### src/rtl/hdr_csum16_pkg.sv
package hdr_csum16_pkg;

    localparam int unsigned CSUM_BYTE_W = 8;

    typedef enum logic {
        PH_HIGH = 1'b0,
        PH_LOW  = 1'b1
    } pair_phase_e;

endpackage

### src/rtl/hcs_edge.sv
module hcs_edge (
    input  logic clk,
    input  logic rst_n,
    input  logic stb,
    output logic stb_rise
);

    typedef struct packed {
        logic prev;
    } edge_st_t;

    edge_st_t st_d, st_q;

    always_comb begin
        st_d      = st_q;
        st_d.prev = stb;
        stb_rise  = stb & ~st_q.prev;
    end

    always_ff @(posedge clk or negedge rst_n) begin
        if (!rst_n) begin
            st_q <= '0;
        end else begin
            st_q <= st_d;
        end
    end

endmodule

### src/rtl/hcs_pack.sv
module hcs_pack
    import hdr_csum16_pkg::*;
#(
    parameter int unsigned BYTE_W = CSUM_BYTE_W
) (
    input  logic                clk,
    input  logic                rst_n,
    input  logic                clear,
    input  logic                take,
    input  logic                flush,
    input  logic [BYTE_W-1:0]   byte_in,
    output logic                word_vld,
    output logic [2*BYTE_W-1:0] word,
    output logic                phase_lo
);

    localparam int unsigned WORD_W = 2 * BYTE_W;

    typedef struct packed {
        pair_phase_e       phase;
        logic [BYTE_W-1:0] held;
    } pack_st_t;

    pack_st_t st_d, st_q;

    always_comb begin
        st_d     = st_q;
        word_vld = 1'b0;
        word     = '0;
        if (clear) begin
            st_d.phase = PH_HIGH;
        end else if (take) begin
            if (st_q.phase == PH_HIGH) begin
                st_d.held  = byte_in;
                st_d.phase = PH_LOW;
            end else begin
                word_vld   = 1'b1;
                word       = {st_q.held, byte_in};
                st_d.phase = PH_HIGH;
            end
        end else if (flush && st_q.phase == PH_LOW) begin
            word_vld   = 1'b1;
            word       = {st_q.held, {BYTE_W{1'b0}}};
            st_d.phase = PH_HIGH;
        end
    end

    always_ff @(posedge clk or negedge rst_n) begin
        if (!rst_n) begin
            st_q <= '{phase: PH_HIGH, held: '0};
        end else begin
            st_q <= st_d;
        end
    end

    assign phase_lo = (st_q.phase == PH_LOW);

    logic [WORD_W-1:0] unused_w;
    assign unused_w = word;

endmodule

### src/rtl/hcs_fold_add.sv
module hcs_fold_add #(
    parameter int unsigned WORD_W = 16
) (
    input  logic              clk,
    input  logic              rst_n,
    input  logic              clear,
    input  logic              word_vld,
    input  logic [WORD_W-1:0] word,
    output logic [WORD_W-1:0] sum
);

    localparam int unsigned WIDE_W = WORD_W + 1;

    typedef struct packed {
        logic [WORD_W-1:0] acc;
    } add_st_t;

    add_st_t           st_d, st_q;
    logic [WIDE_W-1:0] wide;
    logic [WORD_W-1:0] folded;

    always_comb begin
        st_d   = st_q;
        wide   = {1'b0, st_q.acc} + {1'b0, word};
        folded = wide[WORD_W-1:0] + WORD_W'(wide[WORD_W]);
        if (clear) begin
            st_d.acc = '0;
        end else if (word_vld) begin
            st_d.acc = folded;
        end
    end

    always_ff @(posedge clk or negedge rst_n) begin
        if (!rst_n) begin
            st_q <= '0;
        end else begin
            st_q <= st_d;
        end
    end

    assign sum = st_q.acc;

endmodule

### src/rtl/hdr_csum16.sv
module hdr_csum16
    import hdr_csum16_pkg::*;
#(
    parameter int unsigned BYTE_W = CSUM_BYTE_W
) (
    input  logic                clk,
    input  logic                rst_n,
    input  logic                hdr_clear,
    input  logic                byte_stb,
    input  logic [BYTE_W-1:0]   byte_in,
    input  logic                flush,
    output logic [2*BYTE_W-1:0] sum_out,
    output logic                sum_ok
);

    localparam int unsigned WORD_W = 2 * BYTE_W;

    logic              stb_edge;
    logic              word_vld;
    logic [WORD_W-1:0] word;
    logic              phase_lo;

    hcs_edge u_edge (
        .clk      (clk),
        .rst_n    (rst_n),
        .stb      (byte_stb),
        .stb_rise (stb_edge)
    );

    hcs_pack #(.BYTE_W(BYTE_W)) u_pack (
        .clk      (clk),
        .rst_n    (rst_n),
        .clear    (hdr_clear),
        .take     (stb_edge),
        .flush    (flush),
        .byte_in  (byte_in),
        .word_vld (word_vld),
        .word     (word),
        .phase_lo (phase_lo)
    );

    hcs_fold_add #(.WORD_W(WORD_W)) u_add (
        .clk      (clk),
        .rst_n    (rst_n),
        .clear    (hdr_clear),
        .word_vld (word_vld),
        .word     (word),
        .sum      (sum_out)
    );

    assign sum_ok = (sum_out == {WORD_W{1'b1}});

endmodule

### config.mk
export PLATFORM = sky130hd
export DESIGN_NAME = hdr_csum16
export DESIGN_NICKNAME = d
export VERILOG_FILES = /design/src/rtl/hdr_csum16_pkg.sv /design/src/rtl/hcs_edge.sv /design/src/rtl/hcs_pack.sv /design/src/rtl/hcs_fold_add.sv /design/src/rtl/hdr_csum16.sv
export SDC_FILE = /design/constraint.sdc
export NUM_CORES = 1
export LEC_CHECK = 0
export ABC_AREA = 1
export ABC_CLOCK_PERIOD_IN_PS = 6400
export BUFFER_PORTS_ARGS = -buffer_cell sky130_fd_sc_hd__buf_4
export CORE_MARGIN = 8
export CORE_UTILIZATION = 55
export CTS_BUF_LIST = sky130_fd_sc_hd__clkbuf_4 sky130_fd_sc_hd__clkbuf_8 sky130_fd_sc_hd__clkbuf_16
export DETAILED_ROUTE_END_ITERATION = 12
export PLACE_DENSITY = 0.82
export SLEW_MARGIN = 30
export SYNTH_ARGS = -nofsm -noshare
export SYNTH_HDL_FRONTEND = slang
export SYNTH_HIERARCHICAL = 1
export SYNTH_SLANG_ARGS = --single-unit
### constraint.sdc
create_clock -name clk -period 6.4 [get_ports clk]
set_input_delay 1.92 -clock clk [delete_from_list [all_inputs] [get_ports clk]]
set_output_delay 1.92 -clock clk [all_outputs]
set_load 0.02 [all_outputs]
# Word-level counts from Yosys, hierarchy flattened
# Cells that the tools add are included.
# W data, S select, Z words.
op_classes:
  order_cmp: 0
  n_shift: 0
  add_sub_neg: 2
  bitwise_logic: 4
  n_mux: 14
  n_div: 0
  n_mul: 0
  reduce_logical: 4
  n_eq_ne: 1
op_table:
  columns: ["operator", "count"]
  rows:
  - ["$mux W16", 6]
  - ["$add A16 B16 Y17", 1]
  - ["$add A16 B1 Y16", 1]
  - ["$eq A16 B16 Y1 const B", 1]
  - ["$mux W1", 8]
  - ["$not A1 Y1", 3]
  - ["$reduce_and A3 Y1", 1]
  - ["$reduce_bool A3 Y1", 1]
  - ["$reduce_bool A2 Y1", 1]
  - ["$and A1 B1 Y1", 1]
  - ["$logic_and A1 B1 Y1", 1]
word_totals:
  input_bits: 13
  ramBits: 0
  romBits: 0
  out_inout_bits: 17
  mem_count: 0
  latchBits: 0
  reg_bits: 26
  wordCells: 29

# Depth between registers and ports, before layout
logic_depth:
  ltp_word: 8
  depth_mapped: 31
  mapped_depth_nobuf: 29

# Cells and area by module
# The synthesis kept the hierarchy.
by_module_without_submodules:
  columns: ["mod", "area_per_inst_um2", "instances", "cells_per_inst"]
  rows:
  - ["hcs_fold_add", 2107.0, 1, 330]
  - ["hcs_pack", 524.3, 1, 79]
  - ["hdr_csum16", 56.3, 1, 15]
  - ["hcs_edge", 35.0, 1, 3]

# Worst setup path before layout
# No wires, ideal clock.
synth_path:
  path_type: "input-to-reg"
  from: "in byte_stb"
  to: "reg u_add.st_q, in the netlist u_add/sum[15]"
  setup_slack_ns: 1.257
  stages: 30
  t_arrival_ns: 5.025
  path_cell_list: "inv_1 > nor2_2 > buf_4 > buf_4 > nand2_1 > nor2_1 > ha_1 > inv_1 > fa_1 > inv_1 > nand2_2 > nand2_2 > nand3_1 > nand2_1 > nand2_1 > nand2_1 > a21oi_1 > o21bai_1 > ha_1 > nand2_1 > nor2_8 > nand3_4 > nor2_4 > inv_2 > nor2_8 > nand3_4 > nor2_4 > nand3_1 > nand3_1 > nand2_1"
synth_between:
  elab_chain_len: 7
  elab_cells_between_ends: 10
  classes_between: "add/sub (2); mux (6); bitwise (1); reduce/logical (1)"
synth_rtl:
  columns: ["item", "line_no", "rtl"]
  rows:
  - ["start: declaration", "hdr_csum16.sv:9", "input logic byte_stb,"]
  - ["$and A1 B1 Y1", "hcs_edge.sv:17", "stb_rise = stb & ~st_q.prev;"]
  - ["net stb_edge", "hdr_csum16.sv:18", "logic stb_edge;"]
  - ["$mux W16", "hcs_pack.sv:32", "end else if (take) begin"]
  - ["$mux W16", "hcs_pack.sv:30", "if (clear) begin"]
  - ["net word[0]", "hdr_csum16.sv:20", "logic [WORD_W-1:0] word;"]
  - ["$add A16 B16 Y17", "hcs_fold_add.sv:24", "wide = {1'b0, st_q.acc} + {1'b0, word};"]
  - ["$add A16 B1 Y16", "hcs_fold_add.sv:25", "folded = wide[WORD_W-1:0] + WORD_W'(wide[WORD_W]);"]
  - ["$mux W16", "hcs_fold_add.sv:28", "end else if (word_vld) begin"]
  - ["$mux W16", "hcs_fold_add.sv:26", "if (clear) begin"]
  - ["end signal: assignment", "hcs_fold_add.sv:37", "st_q <= st_d;"]
  - ["end: declaration", "hcs_fold_add.sv:18", "add_st_t st_d, st_q;"]
# The timed path passes the listed nets, and every way through them passes these cells. The select of a mux whose other input is x is not followed.
# A chain may end at the register's enable or synchronous reset.

# Final worst setup path
layout_path:
  from: "in byte_stb"
  to: "reg u_add.st_q, in the netlist u_add/sum[12]"
# Same word-level chain as after synthesis.

==> impl_metrics.yaml <==
min_path:
  hold_class: "flip-flop to flip-flop"
  min_path_cells: 2
  worstHoldEndpoint: "u_pack/st_q[1]$_DFFE_PN0P_"
  min_from: "u_pack/st_q[1]$_DFFE_PN0P_"
synthesis:
  syn_nets: 459
  synthArstFlopShare_pct: 100
  yosysMostFrequentCell: "nand2_1"
  synth_commonest_cells: "nand2_1, inv_1, nand3_1, nor2_1, dfrtp_1"
  synth_cells: 427
  synth_top_area_cell: "dfrtp_1"
  yosys_register_bits: 26
  synth-edff-count: 0
  synth_top_area_share_pct: 23.9
  ys_seq_area_share_pct: 23.9
  synth.avg_cell_area_sq_um: 6.38
  synth_area_sq_um: 2720
  ys.warnings.count: 6
  ys_top_cells_by_area: "dfrtp_1, nand2_1, ha_1, inv_1, nand3_1"
  synth_ff_type: "dfrtp_1"
  ys_types: 33
final_layout:
  drive_above_1_share_pct: 19.7
  multiInputGateArea_sq_um: 1790
  fin_util_pct: 64.8
  nets: 491
  area_growth_pct: 13.1
  seqCellArea_sq_um: 651
  diodes: 0
  n_fill_cell: 456
  layout.cells.non_filler: 525
route:
  via_count: 2785
  ant_nets: 0
  drt_iter0_markers: 223
  routed_wl_mm: 7.26
  vias_per_cell: 5.30
  avgRoutedWirePerCell_um: 13.8
  first_pass_iters: 5
  remaining_drc_errors: 0
sta:
  tns_ps: 0
  max_slew_margin_pct: 50.2
  setup_viol: 0
  drv_slew: 0
  hold_violations: 0
  rsz0062_at_grt: "no"
  hold_ws_ps: 486
  clock.fmax_mhz: 184
  worst_slew_pin_slew_ps: 747
  finalCritPeriodShare_pct: 84.9
  fin_skew_ps: 8.64
  fin_crit_ps: 5430
global_routing:
  grt_pass1_vias: 2627
  antenna_found_initial: 0
  overflow: 0
  grt_pass1_wl_mm: 12.0
  grt_use_total_pct: 20.0
  grt_max_degree: 27
power_and_ir_drop:
  power_w: 0.000364
  vdd.ir_drop.worst_uv: 91.0
  power_frac_comb_pct: 11.8
  pwr_density_cell_nw_per_um2: 118
  intPower_w: 0.000273
  seqPwrFrac_pct: 49.5
  p_sw_share_pct: 24.9
  p_clk_share_pct: 38.7
  cellLeakagePower_nw: 1.71
  power_switching_w: 0.0000906
critical_path:
  cp-startpoint: "byte_stb"
  path_buf_inv: 4
  slowest_stage: "fa_1"
  rrSetupSlack_ps: 2300
  criticalPathCategory: "input port to flip-flop"
  worstReg2RegEnd: "u_add/sum[12]$_DFFE_PN0P_"
  cp_top_family: "simple AND/OR/NAND/NOR gates"
  critPathMaxFanout: 11
  critPathRequiredTime_ps: 6570
  arrival_ps: 5610
  max_stage_delay_ps: 410
  crit_top_cell: "nand2_1"
  cp.depth: 29
  worstSetupStartpointType: "input port"
  reg2reg_from: "u_edge/st_q$_DFF_PN0_"
  end_kind: "flip-flop"
  reg2regPathDepth: 27
status:
  status: "complete, no violations"
clock_network:
  cts_made_buffers: 3
  cts_resized: 0
  cts_sinks: 26
  cts_max_path_buffers: 2
  cts_setup_buffers: 0
  cts_tree: "built"
  clk_latency_ps: 280
  cts_hold_buf: 0
  clockRootBuffer: "clkbuf_8"
  cts.clk_slew.worst_paths_ps: 100
  h-tree-depth: 1
floorplanning:
  dieArea_sq_um: 7460
  ios: 30
  die_x_um: 86.4
  die_y_um: 86.4
  initial_core_util_pct: 57.3
  num_rows: 25
  coreArea_sq_um: 4750
placement:
  io_buffers: 29
  gp_congestion: 0.998
  hpwl_mm: 5.96
  dpl.cell_count: 521
flow_run:
  drv_cap: 0
==> cell families (layout without fill, tap and decap cells) <==
kind of cell,count (synthesis),in the layout,synth area share (%)
adder cells (fa/ha/maj),19,19,9.01
AO/OA/AOI/OAI,32,32,7.90
flip-flops,26,26,23.9
AND/OR/NAND/NOR,278,278,48.6
buffers and inverters,72,103,10.6
==> power by group through the flow <==
stage          clock (W)  sequential, W  combinational [W]
3_3_place_gp           0       0.000183          0.0000417
4_1_cts         0.000143       0.000180          0.0000428
5_1_grt         0.000150       0.000181          0.0000484
6_report        0.000141       0.000180          0.0000428
3_5_place_dp           0       0.000183          0.0000428
2_1_floorplan          0       0.000182          0.0000266
==> layout make-up <==
cell class              count  area share (%)
flip-flops and latches     26            21.1
repair buffers             31            7.55
multi-input cells         329            58.0
clock buffers               3            1.34
inverters                  68            8.29
well taps                  67            2.72
clock inverters             1           0.975
==> flip-flops by register name, summed over array words and instances (netlist names) <==
signal	cells
u_add/sum	16
u_edge/st_q	1
u_pack/phase_lo	1
u_pack/st_q	8
==> tightest hold or removal path, cell delays in order (launching register included) <==
cell     delay [ps]
dfrtp_1         350
nand2_1          60
nand2_1          50
==> metrics by stage <==
stage | instance area [sq um] | setup WS [ps]
floorplan | 2720 | 1260
global placement | 3010 | 806
detailed placement | 3010 | 686
CTS | 3080 | 987
global route | 3080 | 581
finish | 3080 | 968
==> cells in the final DEF (no fill, tap or decap), drive strengths merged <==
| cell | instances |
|---|---|
| nand2 | 168 |
| inv | 68 |
| nor2 | 52 |
| nand3 | 50 |
| buf | 31 |
| dfrtp | 26 |
| ha | 18 |
| a21oi | 13 |
| a32o | 5 |
| o21ai | 5 |
| nand4 | 4 |
| clkbuf | 3 |
| o31ai | 3 |
| o21bai | 3 |
| nor3 | 2 |
| bufinv | 1 |
| and2 | 1 |
| a31oi | 1 |
| a21o | 1 |
| or2 | 1 |
| a22o | 1 |
| fa | 1 |
==> how the worst max path moves through the flow <==
stage | endpoint | slack (ps)
finish | u_add/sum[12]$_DFFE_PN0P_ | 970
global route | u_add/sum[14]$_DFFE_PN0P_ | 580
CTS | u_add/sum[12]$_DFFE_PN0P_ | 990
detailed placement | u_add/sum[14]$_DFFE_PN0P_ | 690
global placement | u_add/sum[12]$_DFFE_PN0P_ | 810
floorplan | u_add/sum[15]$_DFFE_PN0P_ | 1260
==> layer usage <==
| layer | share of wire, % | vias up | GRT usage (%) |
|---|---|---|---|
| met3 | 4.9 | 11 | 1.51 |
| met4 | 2.1 | 0 | 8.14 |
| li1 | - | 1407 | - |
| met2 | 48 | 73 | 34.9 |
| met5 | 0 | - | 0 |
| met1 | 45 | 1294 | 24.6 |
(Power assumes the default switching activity.)
